--- src/rtl/dram_rd_pkg.sv ---
package dram_rd_pkg;

    typedef enum logic [1:0] {
        CMD_NOP = 2'd0,
        CMD_ACT = 2'd1,
        CMD_RD  = 2'd2,
        CMD_PRE = 2'd3
    } dram_cmd_e;

    typedef enum logic [2:0] {
        S_IDLE,
        S_PRE,
        S_WAIT_RP,
        S_ACT,
        S_WAIT_RCD,
        S_RD,
        S_WAIT_CL,
        S_BURST
    } rd_state_e;

endpackage

--- src/rtl/dram_addr_split.sv ---
module dram_addr_split #(
    parameter int BANK_W   = 3,
    parameter int ROW_W    = 14,
    parameter int COL_W    = 13,
    parameter int BEAT_W   = 3,
    parameter int BYTE_OFF = 3
) (
    input  logic [ROW_W+BANK_W+COL_W-1:0] addr,
    output logic [BANK_W-1:0]             bank,
    output logic [ROW_W-1:0]              row,
    output logic [COL_W-1:0]              col,
    output logic [BEAT_W-1:0]             crit
);
    localparam int BANK_LO = COL_W;
    localparam int ROW_LO  = COL_W + BANK_W;

    always_comb begin
        col  = addr[COL_W-1:0];
        bank = addr[BANK_LO +: BANK_W];
        row  = addr[ROW_LO +: ROW_W];
        crit = addr[BYTE_OFF +: BEAT_W];
    end
endmodule

--- src/rtl/dram_row_table.sv ---
module dram_row_table #(
    parameter int BANK_W = 3,
    parameter int ROW_W  = 14
) (
    input  logic              clk,
    input  logic              rst_n,
    input  logic              open_en,
    input  logic              close_en,
    input  logic [BANK_W-1:0] upd_bank,
    input  logic [ROW_W-1:0]  upd_row,
    input  logic [BANK_W-1:0] look_bank,
    input  logic [ROW_W-1:0]  look_row,
    output logic              look_open,
    output logic              look_hit
);
    localparam int NBANKS = 1 << BANK_W;

    logic [NBANKS-1:0]       open_vec;
    logic [NBANKS*ROW_W-1:0] rows_flat;

    for (genvar g = 0; g < NBANKS; g++) begin : g_bank
        logic             open_r;
        logic [ROW_W-1:0] row_r;

        always_ff @(posedge clk) begin
            if (!rst_n) begin
                open_r <= 1'b0;
                row_r  <= '0;
            end else if (open_en && (upd_bank == BANK_W'(g))) begin
                open_r <= 1'b1;
                row_r  <= upd_row;
            end else if (close_en && (upd_bank == BANK_W'(g))) begin
                open_r <= 1'b0;
            end
        end

        assign open_vec[g]                  = open_r;
        assign rows_flat[g*ROW_W +: ROW_W]  = row_r;
    end

    logic [ROW_W-1:0] cur_row;

    always_comb begin
        look_open = open_vec[look_bank];
        cur_row   = rows_flat[look_bank*ROW_W +: ROW_W];
        look_hit  = look_open && (cur_row == look_row);
    end
endmodule

--- src/rtl/dram_beat_seq.sv ---
module dram_beat_seq #(
    parameter int BEATS = 8
) (
    input  logic                     clk,
    input  logic                     rst_n,
    input  logic                     load,
    input  logic [$clog2(BEATS)-1:0] crit,
    input  logic                     run,
    output logic [$clog2(BEATS)-1:0] word,
    output logic                     last
);
    localparam int BEAT_W = $clog2(BEATS);

    logic [BEAT_W-1:0] crit_q;
    logic [BEAT_W-1:0] cnt_q;

    always_ff @(posedge clk) begin
        if (!rst_n) begin
            crit_q <= '0;
            cnt_q  <= '0;
        end else if (load) begin
            crit_q <= crit;
            cnt_q  <= '0;
        end else if (run) begin
            cnt_q  <= cnt_q + 1'b1;
        end
    end

    always_comb begin
        word = crit_q + cnt_q;
        last = run && (cnt_q == BEAT_W'(BEATS - 1));
    end
endmodule

--- src/rtl/dram_rd_ctrl.sv ---
module dram_rd_ctrl
    import dram_rd_pkg::*;
#(
    parameter int BANK_W = 3,
    parameter int ROW_W  = 14,
    parameter int COL_W  = 13,
    parameter int DATA_W = 64,
    parameter int BEATS  = 8,
    parameter int TW     = 4
) (
    input  logic                          clk,
    input  logic                          rst_n,
    input  logic [TW-1:0]                 cfg_cas_lat,
    input  logic [TW-1:0]                 cfg_t_rp,
    input  logic [TW-1:0]                 cfg_t_rcd,
    input  logic                          req_valid,
    input  logic [ROW_W+BANK_W+COL_W-1:0] req_addr,
    output logic                          req_ready,
    output logic [1:0]                    cmd_op,
    output logic [BANK_W-1:0]             cmd_bank,
    output logic [ROW_W-1:0]              cmd_row,
    output logic [COL_W-1:0]              cmd_col,
    input  logic [DATA_W-1:0]             dram_dq,
    output logic                          rd_valid,
    output logic                          rd_last,
    output logic [$clog2(BEATS)-1:0]      rd_word,
    output logic [DATA_W-1:0]             rd_data
);
    localparam int BEAT_W   = $clog2(BEATS);
    localparam int BYTE_OFF = $clog2(DATA_W / 8);

    rd_state_e state_q, state_d;

    logic [TW-1:0]     cl_q, trp_q, trcd_q;
    logic [TW-1:0]     timer_q;
    logic [BANK_W-1:0] bank_q;
    logic [ROW_W-1:0]  row_q;
    logic [COL_W-1:0]  col_q;

    logic [BANK_W-1:0] in_bank;
    logic [ROW_W-1:0]  in_row;
    logic [COL_W-1:0]  in_col;
    logic [BEAT_W-1:0] in_crit;
    logic              tbl_open, tbl_hit;
    logic              accept;
    logic              seq_last;
    logic [BEAT_W-1:0] seq_word;

    dram_addr_split #(
        .BANK_W  (BANK_W),
        .ROW_W   (ROW_W),
        .COL_W   (COL_W),
        .BEAT_W  (BEAT_W),
        .BYTE_OFF(BYTE_OFF)
    ) u_split (
        .addr(req_addr),
        .bank(in_bank),
        .row (in_row),
        .col (in_col),
        .crit(in_crit)
    );

    dram_row_table #(
        .BANK_W(BANK_W),
        .ROW_W (ROW_W)
    ) u_rows (
        .clk      (clk),
        .rst_n    (rst_n),
        .open_en  (state_q == S_ACT),
        .close_en (state_q == S_PRE),
        .upd_bank (bank_q),
        .upd_row  (row_q),
        .look_bank(in_bank),
        .look_row (in_row),
        .look_open(tbl_open),
        .look_hit (tbl_hit)
    );

    dram_beat_seq #(
        .BEATS(BEATS)
    ) u_beats (
        .clk  (clk),
        .rst_n(rst_n),
        .load (accept),
        .crit (in_crit),
        .run  (state_q == S_BURST),
        .word (seq_word),
        .last (seq_last)
    );

    assign accept = (state_q == S_IDLE) && req_valid;

    // Next-state decision
    always_comb begin
        state_d = state_q;
        unique case (state_q)
            S_IDLE: begin
                if (req_valid) begin
                    if (tbl_hit)       state_d = S_RD;
                    else if (tbl_open) state_d = S_PRE;
                    else               state_d = S_ACT;
                end
            end
            S_PRE:      state_d = (trp_q == TW'(1))  ? S_ACT : S_WAIT_RP;
            S_WAIT_RP:  state_d = (timer_q == TW'(1)) ? S_ACT : S_WAIT_RP;
            S_ACT:      state_d = (trcd_q == TW'(1)) ? S_RD : S_WAIT_RCD;
            S_WAIT_RCD: state_d = (timer_q == TW'(1)) ? S_RD : S_WAIT_RCD;
            S_RD:       state_d = (cl_q == TW'(1))   ? S_BURST : S_WAIT_CL;
            S_WAIT_CL:  state_d = (timer_q == TW'(1)) ? S_BURST : S_WAIT_CL;
            S_BURST:    state_d = seq_last ? S_IDLE : S_BURST;
            default:    state_d = S_IDLE;
        endcase
    end

    // State register, timer, request latch and reset-time configuration
    always_ff @(posedge clk) begin
        if (!rst_n) begin
            state_q <= S_IDLE;
            timer_q <= '0;
            bank_q  <= '0;
            row_q   <= '0;
            col_q   <= '0;
            cl_q    <= (cfg_cas_lat == '0) ? TW'(1) : cfg_cas_lat;
            trp_q   <= (cfg_t_rp    == '0) ? TW'(1) : cfg_t_rp;
            trcd_q  <= (cfg_t_rcd   == '0) ? TW'(1) : cfg_t_rcd;
        end else begin
            state_q <= state_d;
            if (accept) begin
                bank_q <= in_bank;
                row_q  <= in_row;
                col_q  <= in_col;
            end
            unique case (state_q)
                S_PRE:                            timer_q <= trp_q - 1'b1;
                S_ACT:                            timer_q <= trcd_q - 1'b1;
                S_RD:                             timer_q <= cl_q - 1'b1;
                S_WAIT_RP, S_WAIT_RCD, S_WAIT_CL: timer_q <= timer_q - 1'b1;
                default:                          timer_q <= timer_q;
            endcase
        end
    end

    // Outputs decoded from the state
    always_comb begin
        req_ready = (state_q == S_IDLE);
        cmd_bank  = bank_q;
        cmd_row   = row_q;
        cmd_col   = {col_q[COL_W-1:BYTE_OFF], {BYTE_OFF{1'b0}}};
        rd_valid  = (state_q == S_BURST);
        rd_last   = seq_last;
        rd_word   = seq_word;
        rd_data   = dram_dq;
        unique case (state_q)
            S_PRE:   cmd_op = CMD_PRE;
            S_ACT:   cmd_op = CMD_ACT;
            S_RD:    cmd_op = CMD_RD;
            default: cmd_op = CMD_NOP;
        endcase
    end
endmodule

--- config.mk ---
export PLATFORM = sky130hd
export DESIGN_NAME = dram_rd_ctrl
export DESIGN_NICKNAME = d
export VERILOG_FILES = /design/src/rtl/dram_rd_pkg.sv /design/src/rtl/dram_addr_split.sv /design/src/rtl/dram_row_table.sv /design/src/rtl/dram_beat_seq.sv /design/src/rtl/dram_rd_ctrl.sv
export SDC_FILE = /design/constraint.sdc
export NUM_CORES = 1
export LEC_CHECK = 0
export ABC_AREA = 1
export BUFFER_PORTS_ARGS = -buffer_cell sky130_fd_sc_hd__buf_4
export CAP_MARGIN = 25
export CELL_PAD_IN_SITES_DETAIL_PLACEMENT = 2
export CELL_PAD_IN_SITES_GLOBAL_PLACEMENT = 2
export CORE_UTILIZATION = 29
export DETAILED_ROUTE_END_ITERATION = 8
export MAX_ROUTING_LAYER = met4
export PLACE_DENSITY = 0.82
export SYNTH_ARGS = -nofsm -noshare
export SYNTH_HDL_FRONTEND = slang
export SYNTH_SLANG_ARGS = --single-unit
--- constraint.sdc ---
create_clock -name clk -period 1.7 [get_ports clk]
set_input_delay 0.17 -clock clk [delete_from_list [all_inputs] [get_ports clk]]
set_output_delay 0.17 -clock clk [all_outputs]
set_load 0.02 [all_outputs]
======== Word-level counts from Yosys, hierarchy flattened ========
Cells that the tools add are included.
word-level totals
  output and inout port bits .............. 102
  register bits ........................... 175
cells by class
  eq/ne operators ......................... 21
  multiplexer cells ....................... 31
  $mul .................................... 1
  bitwise operators ....................... 1
  shift-type cells ........................ 1
  magnitude comparators ................... 1
  reductions and logical operators ........ 35
  add/subtract/negate cells ............... 6
operators by type and width
  operator               number
  $shiftx A112 B8 Y14    1
  $eq A3 B3 Y1 const B   9
  $pmux W3 S8            1
  $mux W1                23
  $logic_and A1 B1 Y1    19
  $eq A4 B1 Y1 const B   4
  $pmux W4 S4            1
  $reduce_bool A2 Y1     8
  $sub A4 B1 Y4 const B  4
  $eq A14 B14 Y1         1
  $eq A3 B2 Y1 const B   4
  $logic_not A4 Y1       3
  $mux W3                3
  $eq A3 B1 Y1 const B   2
  $logic_not A3 Y1       2
  $mul A3 B3 Y6 const B  1
  $pmux W2 S3            1
  $lt A3 B4 Y1 const B   1
  $reduce_bool A4 Y1     1
  $add A3 B1 Y3 const B  1
  $add A3 B3 Y3          1
  $bmux W1 S3            1
  $reduce_or A3 Y1       1
  $mux W2                1
  other kinds (3)        3

======== Depth between registers and ports, before layout ========
  word-level depth ........................ 7
  depth in mapped cells ................... 15

======== Cells and area by module ========
From an unflattened synthesis, not the netlist that was laid out.
second synthesis, totals
  cells, all modules ...................... 1273
  area total of the unflattened synthesis .. 8842.2 um2
by module, submodules not included
  module           times used  seq. area each (um2)  area an instance (um2)  cells an instance
  dram_row_table   1           2402.3                5635.4                  855
  dram_rd_ctrl     1           1041.0                2650.0                  344
  dram_beat_seq    1           120.1                 309.0                   41
  dram_addr_split  1           0.0                   247.7                   33

======== Least setup slack after synthesis ========
No wires, ideal clock.
  path type ............................... reg2out
  from .................................... register col_q[3] (netlist name)
  to ...................................... output rd_word[2]
  buffers on the path ..................... 0
  data arrival time ....................... 1.572 ns
  data required time ...................... 1.530 ns
  setup slack ............................. -0.042 ns
  cell stages (with the launch flop) ...... 6
  path through ............................ dfxtp_1 ha_1 inv_1 fa_1 xnor2_1 xor2_1
RTL lines
  item              line                text
  end: declaration  dram_rd_ctrl.sv:26  output logic [$clog2(BEATS)-1:0] rd_word,

==> impl_metrics.yaml <==
clock_tree:
  cts-root-buf: "clkbuf_16"
  cts.htree.levels: 4
  ctsLongestPathBuffers: 2
  cts_made_buffers: 17
  numClockSinks: 169
  worst_skew_pair.late_latency_ns: 0.48
  cts_tree: "yes"
  clkTransAtPathRegs_ns: 0.08
floorplan:
  io_pins: 211
  core_area_mm2: 0.0287
  fp.dieW_um: 173
  initial_utilization_pct: 29.5
  die_y_um: 173
  die_area_mm2: 0.0299
  placementRows: 62
detailed_routing:
  routed_wl_um: 48800
  detail-route-antenna-nets: 0
  firstDrtPassIters: 4
  wl_per_cell_um: 29.5
  drtIter0Drc: 643
  viasPerCell: 5.65
  remaining_drc_errors: 0
  vias: 9337
sta:
  maxSlewHeadroom_pct: 65.2
  setup_viol: 117
  hold_viol_final: 0
  period_share_pct: 127
  skew_ns: 0.0158
  tightest_slew_ns: 0.520
  slew_violations: 0
  fin_ws_ns: -0.460
  max_clock_freq_mhz: 463
  fin_crit_ns: 2.16
  rsz0062_at_grt: "yes"
power:
  powerDensity_mw_per_mm2: 1220
  irDropWorstVdd_v: 0.000956
  p_total_uw: 14000
  p_leak_uw: 0.00469
global_route:
  gr-usage-all-layers_pct: 23.6
  grt_pass1_vias: 9357
  grt_pass1_wl_um: 52600
  grt-ovfl-total: 0
  antenna_found_initial: 1
  grt_max_degree: 61
worst_setup_path:
  startpoint: "col_q[3]"
  worst_path_dominant_cell_family: "adder cells"
  path_cells: "ha_4 > inv_2 > fa_2 > xnor2_2 > xor2_2 > buf_6"
  crit_path_top_delay_cell: "dfxtp_4"
  r2r-start: "state_q[0]"
  worstSetupPathType: "register to output pin"
  cp-endpoint: "rd_word[2]"
  critical_path_cell_count: 6
  cp_data_arrival_time_ns: 1.99
  start_kind: "register"
  cp.required_ns: 1.53
  reg2regPathDepth: 10
  r2r_slack_ns: -0.25
  critPathMaxFanout: 2
  cpPeakStageDelay_ns: 0.38
  crit_buf_inv: 2
  crit_path_end_kind: "output pin"
  r2r_end: "u_rows.g_bank[2].row_r[7]"
synth:
  ys_ff_latch: 169
  synth_area_mm2: 0.00848
  yosysTopAreaCellShare_pct: 37.1
  synthCells: 1175
  yosys_warnings: 0
  synth_area_leaders: "dfxtp_1 (37%), nand2_1 (9.7%), a21oi_1 (9.3%)"
  avgSynthCellArea_um2: 7.21
  yosysTopAreaCell: "dfxtp_1"
  synth_cell_types: 38
  ys_seq_area_share_pct: 41.3
finish:
  layout.nets: 1377
  syn2layout_area_growth_pct: 34.7
  multi_input_area_mm2: 0.00399
  final_core_util_pct: 39.8
  drive_above_1_share_pct: 25.6
  nFillCells: 3191
  seq_area_mm2: 0.00353
placement:
  gp_congestion: 0.764
  io_buffers: 76
  dp_hpwl_um: 19700
outcome:
  outcome: "finished, violations left"
  failed_checks: "setup timing"
run:
  max_cap_viol_count: 0
min_path:
  hp-class: "primary input to register"
-- where the power goes --
part	internal, µW	leakage (µW)	switching (µW)
combinational	1540	0.00298	3020
sequential	4380	0.00139	419
clock	2540	0.000313	2070
-- repair_timing --
action / CTS / global route
pin swaps: 3 / 41
hold buffers: 18 / 0
buffers inserted: 1 / 43
setup endpoints to repair: 16 / 96
gates resized for setup: 33 / 159
gates cloned: 0 / 17
hold endpoints to repair: 18 / 0
-- through the flow --
stage,setup slack [ns],area (µm²),hold WS [ns],setup TNS [ns],instances
3_3_place_gp,0.00461,9190,0.340,0,1542
6_report,-0.460,11400,0.0173,-11.22,1654
2_1_floorplan,0.00145,8490,0.335,0,1177
3_5_place_dp,-0.0420,9190,0.340,-0.0420,1542
5_1_grt,-0.472,11400,0.00529,-15.33,1654
4_1_cts,-0.325,10100,0.000724,-0.451,1593
-- worst register-to-register path: cells and delay by family, from the launching register on --
kind            cells  cell delay, ns
flops               1            0.39
compound gates      2            0.29
buf+inv             4            0.43
simple gates        4            0.76
-- layout make-up --
type	instances	share of cell area, %
Timing Repair Buffer	197	19.2
Multi-Input combinational cell	723	35.0
Tap cell	384	4.21
Clock buffer	21	4.31
Antenna cell	1	0.0219
Sequential cell	169	30.9
Clock inverter	11	1.40
Inverter	148	5.04
-- sequential cells by signal, summed over array words and instances (netlist names) --
signal and count:
cmd_row 14, cmd_bank 3, u_rows.g_bank.row_r 112, trcd_q 4
col_q 10, state_q 3, u_beats.cnt_q 3, trp_q 4
cl_q 4, timer_q 4, u_rows.g_bank.open_r 8
-- worst min-delay path by stage --
stage	startpoint	end	slack (ns)	cells after the start
floorplan	req_addr[12]	col_q[12]	0.33	2
global placement	dram_dq[11]	rd_data[11]	0.34	0
detailed placement	dram_dq[11]	rd_data[11]	0.34	0
CTS	req_addr[3]	col_q[3]	0.0007	3
global route	req_addr[4]	col_q[4]	0.005	3
finish	req_addr[10]	col_q[10]	0.02	3
-- placed cells by master (no fill, tap or decap), types with 7 or more instances in the layout --
master and instances:
o21ai_4 7, a21oi_2 25, nand3_1 84, buf_12 29
buf_4 117, nand2_1 211, o21ai_2 13, inv_4 8
dlygate4sd3_1 18, clkinv_1 13, dfxtp_1 147, a21oi_1 128
edfxtp_1 12, inv_1 121, nor2_1 41, o21ai_0 104
ha_1 8, nand3b_1 8, clkbuf_16 30, buf_6 18
nor2_4 14, o21ai_1 20
-- cell usage after synthesis (all sizes together) --
cell	n
inv	135
nand2	221
xor2	4
o21ai	144
nor2	59
clkbuf	28
a41oi	1
xnor2	4
nor3	6
clkinv	13
edfxtp	12
conb	1
o21bai	1
o221ai	1
a21oi	158
buf	109
ha	11
dfxtp	157
nand3b	8
nand3	84
a31oi	4
nor4	2
o31ai	1
nand4	2
fa	1
o22ai	3
a211oi	1
or2	4
-- per-layer routing --
layer	vias to the layer above	wire, µm	track usage, %
li1	3896	-	-
met1	4735	17800	25.2
met2	459	24600	41.4
met3	247	2650	4.64
met4	0	3860	11.7
met5	-	0	-
-- cell families (layout without fill, tap and decap cells) --
| logic type | Yosys count | after routing | synth area share, % |
|---|---|---|---|
| AOI/OAI and AO/OA | 314 | 314 | 18.8 |
| xor gates and xnor gates | 8 | 8 | 0.826 |
| adders and majority gates | 12 | 12 | 1.86 |
| buffers and inverters | 285 | 377 | 17.0 |
| DFF | 169 | 169 | 41.3 |
| other | 1 | 4 | 0.0442 |
| and+or+nand+nor | 386 | 386 | 20.1 |
(Power assumes the default switching activity.)
